File: config.mk
export PLATFORM = sky130hd
export DESIGN_NAME = idd_sample_seq
export DESIGN_NICKNAME = d
export VERILOG_FILES = /design/src/rtl/idd_sample_seq.sv
export SDC_FILE = /design/constraint.sdc
export NUM_CORES = 1
export LEC_CHECK = 0
export BUFFER_PORTS_ARGS = -buffer_cell sky130_fd_sc_hd__buf_4
export CAP_MARGIN = 0
export CORE_MARGIN = 4
export CORE_UTILIZATION = 55
export CTS_CLUSTER_SIZE = 12
export DETAILED_ROUTE_END_ITERATION = 7
export PLACE_DENSITY_LB_ADDON = 0.1
export SLEW_MARGIN = 10
export SYNTH_ARGS = -nofsm -noshare
export SYNTH_HDL_FRONTEND = slang
export SYNTH_SLANG_ARGS = --single-unit
File: constraint.sdc
create_clock -name clk -period 2.8 [get_ports clk]
set_input_delay 0.56 -clock clk [delete_from_list [all_inputs] [get_ports clk]]
set_output_delay 0.56 -clock clk [all_outputs]
set_load 0.05 [all_outputs]
File: src/rtl/idd_sample_seq.sv
module idd_sample_seq #(
  parameter int SAMPLES = 1000,
  parameter int PERIOD  = 712,
  parameter int ADDR_W  = 10,
  parameter int FIELD_W = 12,
  parameter int HI_LSB  = 16,
  parameter logic [31:0] MASK = 32'h0FFF0FFF,
  localparam int CNT_W = $clog2(SAMPLES + 1),
  localparam int DLY_W = $clog2(PERIOD + 1),
  localparam int SUM_W = FIELD_W + $clog2(SAMPLES)
) (
  input  logic               clk,
  input  logic               rst_n,
  input  logic               start,
  input  logic               wait_rdy,
  input  logic [ADDR_W-1:0]  base_addr,
  output logic               adc_start,
  input  logic               adc_ready,
  input  logic [31:0]        adc_word,
  output logic               mem_we,
  output logic [ADDR_W-1:0]  mem_addr,
  output logic [31:0]        mem_wdata,
  output logic               busy,
  output logic               done,
  output logic [FIELD_W-1:0] min_a,
  output logic [FIELD_W-1:0] max_a,
  output logic [SUM_W-1:0]   sum_a,
  output logic [FIELD_W-1:0] min_b,
  output logic [FIELD_W-1:0] max_b,
  output logic [SUM_W-1:0]   sum_b
);

  typedef enum logic [2:0] {S_IDLE, S_TRIG, S_WAIT, S_STORE, S_TERM, S_FIN} st_t;

  st_t               state;
  logic [ADDR_W-1:0] addr_q;
  logic [CNT_W-1:0]  left_q;
  logic [DLY_W-1:0]  dly_q;
  logic              mode_q;

  logic [31:0]        masked;
  logic [FIELD_W-1:0] fa, fb;
  logic               wait_over;

  assign masked    = adc_word & MASK;
  assign fa        = masked[FIELD_W-1:0];
  assign fb        = masked[HI_LSB +: FIELD_W];
  assign wait_over = mode_q ? adc_ready : (dly_q == DLY_W'(PERIOD - 3));

  assign adc_start = (state == S_TRIG);
  assign mem_we    = (state == S_STORE) || (state == S_TERM);
  assign mem_addr  = addr_q;
  assign mem_wdata = (state == S_STORE) ? masked : 32'd0;
  assign busy      = (state != S_IDLE);
  assign done      = (state == S_FIN);

  always_ff @(posedge clk or negedge rst_n) begin
    if (!rst_n) begin
      state  <= S_IDLE;
      addr_q <= '0;
      left_q <= '0;
      dly_q  <= '0;
      mode_q <= 1'b0;
      min_a  <= '1;
      max_a  <= '0;
      sum_a  <= '0;
      min_b  <= '1;
      max_b  <= '0;
      sum_b  <= '0;
    end else begin
      case (state)
        S_IDLE: if (start) begin
          state  <= S_TRIG;
          addr_q <= base_addr;
          left_q <= CNT_W'(SAMPLES);
          mode_q <= wait_rdy;
          min_a  <= '1;
          max_a  <= '0;
          sum_a  <= '0;
          min_b  <= '1;
          max_b  <= '0;
          sum_b  <= '0;
        end
        S_TRIG: begin
          state <= S_WAIT;
          dly_q <= '0;
        end
        S_WAIT: begin
          dly_q <= dly_q + 1'b1;
          if (wait_over) state <= S_STORE;
        end
        S_STORE: begin
          addr_q <= addr_q + 1'b1;
          left_q <= left_q - 1'b1;
          if (fa < min_a) min_a <= fa;
          if (fa > max_a) max_a <= fa;
          if (fb < min_b) min_b <= fb;
          if (fb > max_b) max_b <= fb;
          sum_a <= sum_a + SUM_W'(fa);
          sum_b <= sum_b + SUM_W'(fb);
          state <= (left_q == CNT_W'(1)) ? S_TERM : S_TRIG;
        end
        S_TERM:  state <= S_FIN;
        default: state <= S_IDLE;
      endcase
    end
  end

  logic [DLY_W:0] gap_q;
  always_ff @(posedge clk or negedge rst_n) begin
    if (!rst_n)               gap_q <= '0;
    else if (adc_start)       gap_q <= (DLY_W+1)'(1);
    else if (!busy)           gap_q <= '0;
    else if (gap_q != '0)     gap_q <= gap_q + 1'b1;
  end

  assert_fixed_period_R2: assert property (@(posedge clk) disable iff (!rst_n)
    adc_start && gap_q != '0 && !mode_q |-> gap_q == (DLY_W+1)'(PERIOD));

  assert_trigger_on_entry_R1: assert property (@(posedge clk) disable iff (!rst_n)
    $rose(busy) |-> adc_start);

  assert_done_after_marker_R7: assert property (@(posedge clk) disable iff (!rst_n)
    done |-> $past(mem_we) && $past(mem_wdata) == 32'd0);

  assert_done_single_R7: assert property (@(posedge clk) disable iff (!rst_n)
    done |=> !done && !busy);

  assert_addr_step_R6: assert property (@(posedge clk) disable iff (!rst_n)
    mem_we && $past(mem_we) |-> mem_addr == $past(mem_addr) + 1'b1);

  assert_stat_order_R8: assert property (@(posedge clk) disable iff (!rst_n)
    done |-> min_a <= max_a && min_b <= max_b);

  assert_mode_held_R9: assert property (@(posedge clk) disable iff (!rst_n)
    busy && $past(busy) |-> $stable(mode_q));

endmodule

==> flow_metrics.env, run 1 <==
export IMPL_ios=185
export IMPL_cp_data_arrival_time_ps=2020
export IMPL_end_kind="primary output"
export IMPL_comb_power_share=0.565
export IMPL_die_area_mm2=0.0167
export IMPL_tightest_slew_ps=797
export IMPL_rows=44
export IMPL_synth_area_top_cells="dfrtp_1 (32%), ha_1 (12%), dfstp_2 (7.8%)"
export IMPL_clock_sinks=126
export IMPL_antennaDiodeCount=0
export IMPL_grt_pass1_vias=6751
export IMPL_rr_worst_depth=9
export IMPL_start_util=0.557
export IMPL_core_mm2=0.0145
export IMPL_grt_max_degree=45
export IMPL_async_flop_share=1.00
export IMPL_layout_drive_gt1_share=0.278
export IMPL_postRouteAntennaNets=0
export IMPL_clkPwrFrac=0.179
export IMPL_clkLatencyLatePin_ps=410
export IMPL_synth_edf_count=0
export IMPL_htree_levels=4
export IMPL_cts_buffers=17
export IMPL_instances_no_fill=1237
export IMPL_syn_cell_area_mm2=0.00807
export IMPL_powerDensity_mw_per_mm2=1150
export IMPL_drt_first_pass_iters=5
export IMPL_crit_type="reg -> out"
export IMPL_fin_hold_ws_ps=125
export IMPL_hpwl_um=15000
export IMPL_cts_tree="yes"
export IMPL_die_h_um=129
export IMPL_yosys_area_top_type="dfrtp_1"
export IMPL_finalWorstSetupSlack_ps=216
export IMPL_synth_top_flop_cell="dfrtp_1"
export IMPL_remaining_drc_errors=0
export IMPL_ys_types=67
export IMPL_power_leakage_nw=5.11
export IMPL_setup_violations=0
export IMPL_synth_seq_cells=126
export IMPL_period_minus_slack_ps=2580
export IMPL_grt_pass1_wl_um=32900
export IMPL_ir_drop_mv=0.594
export IMPL_worstPathRequired_ps=2240
export IMPL_slew_violations=0
export IMPL_area_delta_synth_final_pct=25.8
export IMPL_fin_skew_ps=7.79
export IMPL_globalplace_congestion=0.839
export IMPL_via_per_inst=5.61
export IMPL_status="complete, no violations"
export IMPL_synth_warnings=0
export IMPL_synth_top_area_share=0.316
export IMPL_yosysSeqAreaShare=0.394
export IMPL_io_buffer_count=168
export IMPL_grt_overflow=0
export IMPL_synthCells=863
export IMPL_cp_max_fo=11
export IMPL_swShare=0.478
export IMPL_final_hold_violation_count=0
export IMPL_vias=6934
export IMPL_dp_cells=1205
export IMPL_relSlewSlack=0.467
export IMPL_grt_setup_unrepaired="no"
export IMPL_antenna_found_initial=0
export IMPL_post_cts_setup_buffers=0
export IMPL_cts_buffer_depth=2
export IMPL_synth_avg_cell_area_um2=9.35
export IMPL_die_w_um=129
export IMPL_track_usage=0.244
export IMPL_final_period_utilization=0.923
export IMPL_start_kind="flip-flop"
export IMPL_final_nets=1164
export IMPL_wirelength_um=20100
export IMPL_intPower_mw=6.07
export IMPL_wl_per_cell_um=16.3
export IMPL_max_freq_mhz=387
export IMPL_fillers=1182
export IMPL_clkTransAtPathRegs_ps=60
export IMPL_root_buffer="clkbuf_16"
export IMPL_max_cap_viol_count=0
export IMPL_drt_iter0_markers=382
export IMPL_p_switching_mw=5.55
export IMPL_dp_slack_ps=-9.81
export IMPL_min_path_type="in -> async"
export IMPL_power_frac_seq=0.257
kinds of logic after synthesis:
family,synth area share
muxes,0.0820
buffers and inverters,0.0569
xor gates and xnor gates,0.0174
adders and majority gates,0.121
other,0.000465
AOI/OAI and AO/OA,0.163
and+or+nand+nor,0.164
DFF,0.394
path summary, 6_finish.rpt:
| check | start | to | slack, ps |
|---|---|---|---|
| setup / recovery | state[0] | mem_wdata[1] | 220 |
| setup reg to reg | sum_b[0] | sum_b[18] | 320 |
| hold / removal | rst_n | max_b[4] | 130 |
| hold reg to reg | left_q[8] | left_q[8] | 480 |
| min in group clk | wait_rdy | mode_q | 370 |
| max in group asynchronous | rst_n | min_a[5] | 1990 |
stage by stage:
step / cell area, um^2 / total power [mW] / utilization / TNS (ps)
finish: 10100 / 11.6 / 0.701 / 0
global route: 10100 / 12.4 / 0.701 / 0
CTS: 10100 / 11.7 / 0.701 / 0
detailed placement: 9590 / 9.56 / 0.662 / -14.4
global placement: 9590 / 9.44 / 0.662 / 0
floorplan: 8100 / 7.70 / - / 0
area by class of cell:
| class | count | area [um^2] | share of cell area |
|---|---|---|---|
| clock inverters | 7 | 60.1 | 0.00592 |
| clock buffers | 25 | 495 | 0.0488 |
| multi-input cells | 634 | 4460 | 0.440 |
| well taps | 184 | 230 | 0.0227 |
| inverters | 71 | 267 | 0.0263 |
| flip-flops and latches | 126 | 3180 | 0.314 |
| repair buffers | 190 | 1450 | 0.143 |
sequential cells by signal (all words and copies together) (netlist names):
| signal | count |
|---|---|
| sum_a | 22 |
| sum_b | 22 |
| max_a | 12 |
| max_b | 12 |
| min_a | 12 |
| min_b | 12 |
| dly_q | 10 |
| left_q | 10 |
| mem_addr | 10 |
| state | 3 |
| mode_q | 1 |
cell usage after synthesis, types with 3 or more instances:
| master | number |
|---|---|
| dfrtp_1 | 102 |
| nand2_1 | 91 |
| ha_1 | 75 |
| inv_1 | 71 |
| nor2_1 | 53 |
| o21ai_0 | 51 |
| nand3_1 | 44 |
| a21oi_1 | 36 |
| mux2_2 | 33 |
| dfstp_2 | 24 |
| and2_1 | 23 |
| a21o_1 | 18 |
| mux2i_1 | 17 |
| nand4_1 | 17 |
| o211ai_1 | 17 |
| o31ai_1 | 15 |
| clkbuf_1 | 14 |
| a211oi_1 | 11 |
| xor2_1 | 10 |
| buf_1 | 9 |
| nand2b_1 | 9 |
| a31oi_1 | 8 |
| buf_4 | 8 |
| mux2_4 | 8 |
| nor3_1 | 8 |
| and3_1 | 7 |
| buf_2 | 7 |
| and4_1 | 6 |
| xnor2_1 | 6 |
| o21bai_1 | 5 |
| a221o_1 | 4 |
| o21ai_1 | 4 |
| o311ai_0 | 4 |
| and3b_1 | 3 |
| o22ai_1 | 3 |
worst max-delay path, cell delays in order (launching register included):
cell,delay [ps]
dfrtp_1,520
nand3b_1,360
buf_4,300
nor2_1,190
buf_4,240
cells in the final DEF (no fill, tap or decap), types with 33 or more instances in the layout:
cell / synthesis / final
nand3_1: 44 / 44
a21oi_1: 36 / 36
inv_1: 71 / 71
nand2_1: 91 / 90
o21ai_0: 51 / 51
nor2_1: 53 / 53
dfrtp_1: 102 / 102
ha_1: 75 / 75
buf_4: 8 / 188
mux2_2: 33 / 33
per-layer routing:
metal | global-route usage | share of wire
met3 | 0.0482 | 0.056
met2 | 0.390 | 0.46
met4 | 0.0754 | 0.017
met1 | 0.337 | 0.46
met5 | 0 | 0
power by group through the flow:
stage               registers [mW]  clock network, mW  logic (mW)
finish                        2.98               2.08        6.56
global route                  3.07               2.21        7.12
CTS                           2.98               2.12        6.60
detailed placement            3.00                  0        6.56
global placement              2.99                  0        6.46
floorplan                     4.50                  0        3.19
timing repair:
item | CTS | global route
hold buffers | 0 | 0
setup endpoints to repair | 0 | 5
resized for setup | 0 | 1
No activity file was read; power rests on OpenSTA's default activity.
==> run 2, diff against run 1 <==
--- a/config.mk
+++ b/config.mk
@@ -7,7 +7,7 @@
 export LEC_CHECK = 0
 export BUFFER_PORTS_ARGS = -buffer_cell sky130_fd_sc_hd__buf_4
 export CAP_MARGIN = 0
-export CORE_MARGIN = 4
+export CORE_MARGIN = 10
 export CORE_UTILIZATION = 55
 export CTS_CLUSTER_SIZE = 12
 export DETAILED_ROUTE_END_ITERATION = 7
==> run 2 against run 1 <==
Compared with the run above:
- sequential share of layout area decreased by 0.25 points
- register-to-register slack gained 30 ps
- final area up 0.79%
- core utilization rose by 0.55 points
- total power grew 1.6%
- global-route usage fell by 3.1 points
- sequential cell count stayed put
- critical endpoint is now mem_wdata[4]
- highest routed layer unchanged
==> flow_metrics.env, run 2 (synthesis results as in run 1) <==
export IMPL_status="complete, no violations"
export IMPL_crit_chain="and3b_2 > buf_4 > and2_1 > buf_4"
export IMPL_grt_setup_unrepaired="no"
export IMPL_cts_tree="yes"
export IMPL_p_total_mw=11.8
export IMPL_root_buffer="clkbuf_16"
export IMPL_postRouteAntennaNets=0
export IMPL_powerDensity_mw_per_mm2=1160
export IMPL_worstPathRequired_ps=2240
export IMPL_post_cts_setup_buffers=0
export IMPL_fin_hold_ws_ps=139
export IMPL_worst_path_buf_inv=2
export IMPL_ir_drop_mv=0.699
export IMPL_min_path_type="in -> async"
export IMPL_grt_pass1_vias=7044
export IMPL_post_cts_resized=0
export IMPL_rows=44
export IMPL_cpMostUsedCell="buf_4"
export IMPL_mostFrequentLayoutCell="buf_4"
export IMPL_final_hold_violation_count=0
export IMPL_remaining_drc_errors=0
export IMPL_final_setup_tns_ps=0
export IMPL_clkTransAtPathRegs_ps=60
export IMPL_die_h_um=141
export IMPL_place_area_mm2=0.00963
export IMPL_globalplace_congestion=0.869
export IMPL_dp_cells=1210
export IMPL_setup_violations=0
export IMPL_fillers=1145
export IMPL_cp_max_fo=18
export IMPL_core_mm2=0.0145
export IMPL_instances_no_fill=1241
export IMPL_final_period_utilization=0.906
export IMPL_clkLatencyLatePin_ps=420
export IMPL_start_kind="flip-flop"
export IMPL_final_util=0.706
export IMPL_ios=185
export IMPL_drt_first_pass_iters=4
export IMPL_period_minus_slack_ps=2540
export IMPL_slew_violations=0
export IMPL_grt_overflow=0
export IMPL_hpwl_um=15900
export IMPL_cts_hold_buf=0
export IMPL_end_kind="primary output"
export IMPL_final_cell_mix="buf_4 (193), dfrtp_1 (102), nand2_1 (90)"
export IMPL_die_area_mm2=0.0199
export IMPL_relSlewSlack=0.436
export IMPL_max_cap_viol_count=0
export IMPL_wl_per_cell_um=17.1
export IMPL_final_nets=1169
export IMPL_crit_type="reg -> out"
export IMPL_grt_pass1_wl_um=35200
export IMPL_drt_iter0_markers=330
export IMPL_power_leakage_nw=5.15
export IMPL_die_w_um=141
export IMPL_dp_slack_ps=44.4
export IMPL_vias=7004
export IMPL_cp_data_arrival_time_ps=1980
export IMPL_start_util=0.557
export IMPL_finalWorstSetupSlack_ps=264
export IMPL_layout_drive_gt1_share=0.283
export IMPL_fin_skew_ps=12.3
export IMPL_postLayoutCellArea_mm2=0.0102
export IMPL_cts_buffers=17
export IMPL_tightest_slew_ps=843
export IMPL_track_usage=0.213
export IMPL_antennaDiodeCount=0
export IMPL_grt_max_degree=54
export IMPL_cp_top_family="simple AND/OR/NAND/NOR gates"
export IMPL_antenna_found_initial=0
export IMPL_area_delta_synth_final_pct=26.7
export IMPL_cpPeakStageDelay_ps=510
export IMPL_max_freq_mhz=394
export IMPL_htree_levels=4
export IMPL_wirelength_um=21200
export IMPL_top_regs="sum_a x22, sum_b x22"
export IMPL_via_per_inst=5.64
export IMPL_io_buffer_count=168
export IMPL_cts_buffer_depth=2
export IMPL_clock_sinks=126
export IMPL_critPathSlowestCell="dfrtp_1"
==> run 2: worst paths after layout <==
kind | end | slack [ps] | cells past startpoint | start
worst max-delay path | mem_wdata[4] | 260 | 4 | state[0]
worst min-delay path | max_b[4] | 140 | 1 | rst_n
worst max register to register | sum_a[18] | 350 | 9 | sum_a[0]
worst min register to register | left_q[3] | 470 | 1 | left_q[3]
max in group asynchronous | min_b[8] | 1800 | 2 | rst_n
min in group clk | mode_q | 330 | 3 | wait_rdy
==> run 2: routing by layer <==
| metal | up-vias | share of wire | track usage |
|---|---|---|---|
| met3 | 27 | 0.067 | 0.0638 |
| met1 | 3327 | 0.46 | 0.278 |
| met2 | 200 | 0.46 | 0.332 |
| met4 | 0 | 0.016 | 0.0663 |
| li1 | 3450 | - | - |
| met5 | - | 0 | 0 |
==> run 2: where the power goes <==
group          switching, mW  leakage (nW)  internal (mW)  total, mW
Sequential             0.507          1.58           2.48       2.99
Combinational           4.31          3.27           2.30       6.61
Clock                  0.775         0.292           1.44       2.22
Total                   5.59          5.15           6.23       11.8
==> run 2: final cells by class <==
type,count,area (um^2),share of cell area
repair buffers,195,1490,0.146
clock buffers,26,519,0.0508
inverters,71,267,0.0261
multi-input cells,634,4460,0.436
flip-flops and latches,126,3180,0.311
clock inverters,5,77.6,0.00758
well taps,184,230,0.0225
==> run 2: worst reg2reg max path, stage by stage, from the launching register on <==
cell	delay, ps
dfrtp_1	370
ha_1	200
inv_1	60
fa_1	380
nand2b_1	200
a211o_1	320
a21oi_1	230
o21ai_1	240
o211ai_1	230
o31ai_1	100
==> run 3, diff against run 2 <==
--- a/config.mk
+++ b/config.mk
@@ -7,7 +7,7 @@
 export LEC_CHECK = 0
 export BUFFER_PORTS_ARGS = -buffer_cell sky130_fd_sc_hd__buf_4
 export CAP_MARGIN = 0
-export CORE_MARGIN = 10
+export CORE_MARGIN = 5
 export CORE_UTILIZATION = 55
 export CTS_CLUSTER_SIZE = 12
 export DETAILED_ROUTE_END_ITERATION = 7
==> run 3 against run 2 <==
Compared with the run above:
- sequential cell count unchanged
- non-clock buffer count down 8
- critical path depth up 5
- register-to-register slack worse by 60 ps
==> flow_metrics.env, run 3 (synthesis results as in run 1) <==
export IMPL_wl_per_cell_um=16.3
export IMPL_grt_pass1_vias=6801
export IMPL_post_cts_setup_buffers=0
export IMPL_wirelength_um=20100
export IMPL_ir_drop_mv=0.643
export IMPL_final_period_utilization=0.898
export IMPL_end_kind="flip-flop"
export IMPL_cp_data_arrival_time_ps=2800
export IMPL_drt_first_pass_iters=5
export IMPL_max_freq_mhz=398
export IMPL_swShare=0.468
export IMPL_dp_cells=1202
export IMPL_cts_tree="yes"
export IMPL_power_leakage_nw=5.13
export IMPL_top_regs="sum_a x22, sum_b x22"
export IMPL_die_h_um=131
export IMPL_io_buffer_count=168
export IMPL_grt_overflow=0
export IMPL_cts_buffer_depth=2
export IMPL_area_delta_synth_final_pct=26.4
export IMPL_layout_drive_gt1_share=0.275
export IMPL_critPathSlowestCell="o31a_1"
export IMPL_antennaDiodeCount=0
export IMPL_worstPathRequired_ps=3090
export IMPL_final_cell_mix="buf_4 (183), dfrtp_1 (102), nand2_1 (90)"
export IMPL_cp_top_family="compound AO/OA/AOI/OAI gates"
export IMPL_max_cap_viol_count=0
export IMPL_p_switching_mw=5.55
export IMPL_post_cts_resized=0
export IMPL_use_met1=0.326
export IMPL_final_util=0.705
export IMPL_die_area_mm2=0.0172
export IMPL_comb_power_share=0.553
export IMPL_core_mm2=0.0145
export IMPL_intPower_mw=6.30
export IMPL_hpwl_um=14700
export IMPL_relSlewSlack=0.481
export IMPL_use_met3=0.0585
export IMPL_setup_violations=0
export IMPL_p_total_mw=11.9
export IMPL_clock_sinks=126
export IMPL_final_nets=1161
export IMPL_ios=185
export IMPL_vias=6893
export IMPL_fin_skew_ps=7.76
export IMPL_htree_levels=4
export IMPL_final_setup_tns_ps=0
export IMPL_clkTransAtPathRegs_ps=60
export IMPL_worst_path_buf_inv=1
export IMPL_postRouteAntennaNets=0
export IMPL_cts_buffers=17
export IMPL_die_w_um=131
export IMPL_cts_hold_buf=0
export IMPL_crit_chain="ha_1 > inv_1 > fa_1 > nand2b_1 > a21oi_1 > a21boi_1 > o31a_1 > o211ai_1 > o31ai_1"
export IMPL_antenna_found_initial=0
export IMPL_slew_violations=0
export IMPL_crit_type="reg -> reg"
export IMPL_powerDensity_mw_per_mm2=1160
export IMPL_grt_max_degree=62
export IMPL_status="complete, no violations"
export IMPL_min_path_type="in -> async"
export IMPL_remaining_drc_errors=0
export IMPL_drt_iter0_markers=267
export IMPL_instances_no_fill=1233
export IMPL_cp_max_fo=10
export IMPL_rows=44
export IMPL_grt_pass1_wl_um=33900
export IMPL_period_minus_slack_ps=2510
export IMPL_met2_usage=0.367
export IMPL_start_kind="flip-flop"
export IMPL_clkPwrFrac=0.195
export IMPL_top_usage_layer="met2"
export IMPL_start_util=0.557
export IMPL_root_buffer="clkbuf_16"
export IMPL_mostFrequentLayoutCell="buf_4"
export IMPL_cpPeakStageDelay_ps=430
export IMPL_clkLatencyLatePin_ps=420
export IMPL_tightest_slew_ps=776
export IMPL_grt_setup_unrepaired="no"
export IMPL_final_hold_violation_count=0
export IMPL_globalplace_congestion=0.818
export IMPL_via_per_inst=5.59
export IMPL_finalWorstSetupSlack_ps=285
export IMPL_fillers=1130
export IMPL_power_frac_seq=0.252
export IMPL_dp_slack_ps=-17.4
export IMPL_track_usage=0.234
-- run 3: area by class of cell --
type | count | area [um^2] | area share
clock buffers | 24 | 472 | 0.0462
well taps | 184 | 230 | 0.0226
repair buffers | 187 | 1450 | 0.143
inverters | 71 | 267 | 0.0261
multi-input cells | 634 | 4460 | 0.437
flip-flops and latches | 126 | 3180 | 0.312
clock inverters | 7 | 135 | 0.0132
-- run 3: path summary, 6_finish.rpt --
kind                            from   endpoint  slack (ps)  depth (start not counted)
max                         sum_b[0]  sum_b[20]         290                          9
min in group clk            wait_rdy     mode_q         340                          3
min reg2reg                left_q[3]  left_q[3]         480                          1
max in group asynchronous      rst_n   min_a[9]        1830                          2
min                            rst_n   max_b[4]          70                          1
max reg2reg                 sum_b[0]  sum_b[20]         290                          9
-- run 3: stage by stage --
| step | cell area, um^2 | hold slack, ps |
|---|---|---|
| 2_1_floorplan | 8100 | 264 |
| 3_3_place_gp | 9590 | 465 |
| 3_5_place_dp | 9590 | 470 |
| 4_1_cts | 10200 | 82.4 |
| 5_1_grt | 10200 | 102 |
| 6_report | 10200 | 71.5 |
-- run 3: worst reg2reg max path, stage by stage (launching register included) --
cell	delay [ps]
dfrtp_1	400
ha_1	230
inv_1	70
fa_1	400
nand2b_1	160
a21oi_1	250
a21boi_1	130
o31a_1	430
o211ai_1	230
o31ai_1	90
-- run 3: power by group through the flow --
stage | Combinational [mW] | Clock (mW) | Sequential (mW)
final | 6.56 | 2.31 | 2.99
after global routing | 7.10 | 2.43 | 3.07
after CTS | 6.59 | 2.34 | 2.98
after detailed placement | 6.55 | 0 | 3.01
after global placement | 6.46 | 0 | 2.99
after floorplan | 3.19 | 0 | 4.50
-- run 3: per-layer routing --
metal  vias up  routed length, um
met1      3236               9530
met2       199               9090
met3        25               1250
li1       3433                  -
met4         0                248
met5         -                  0
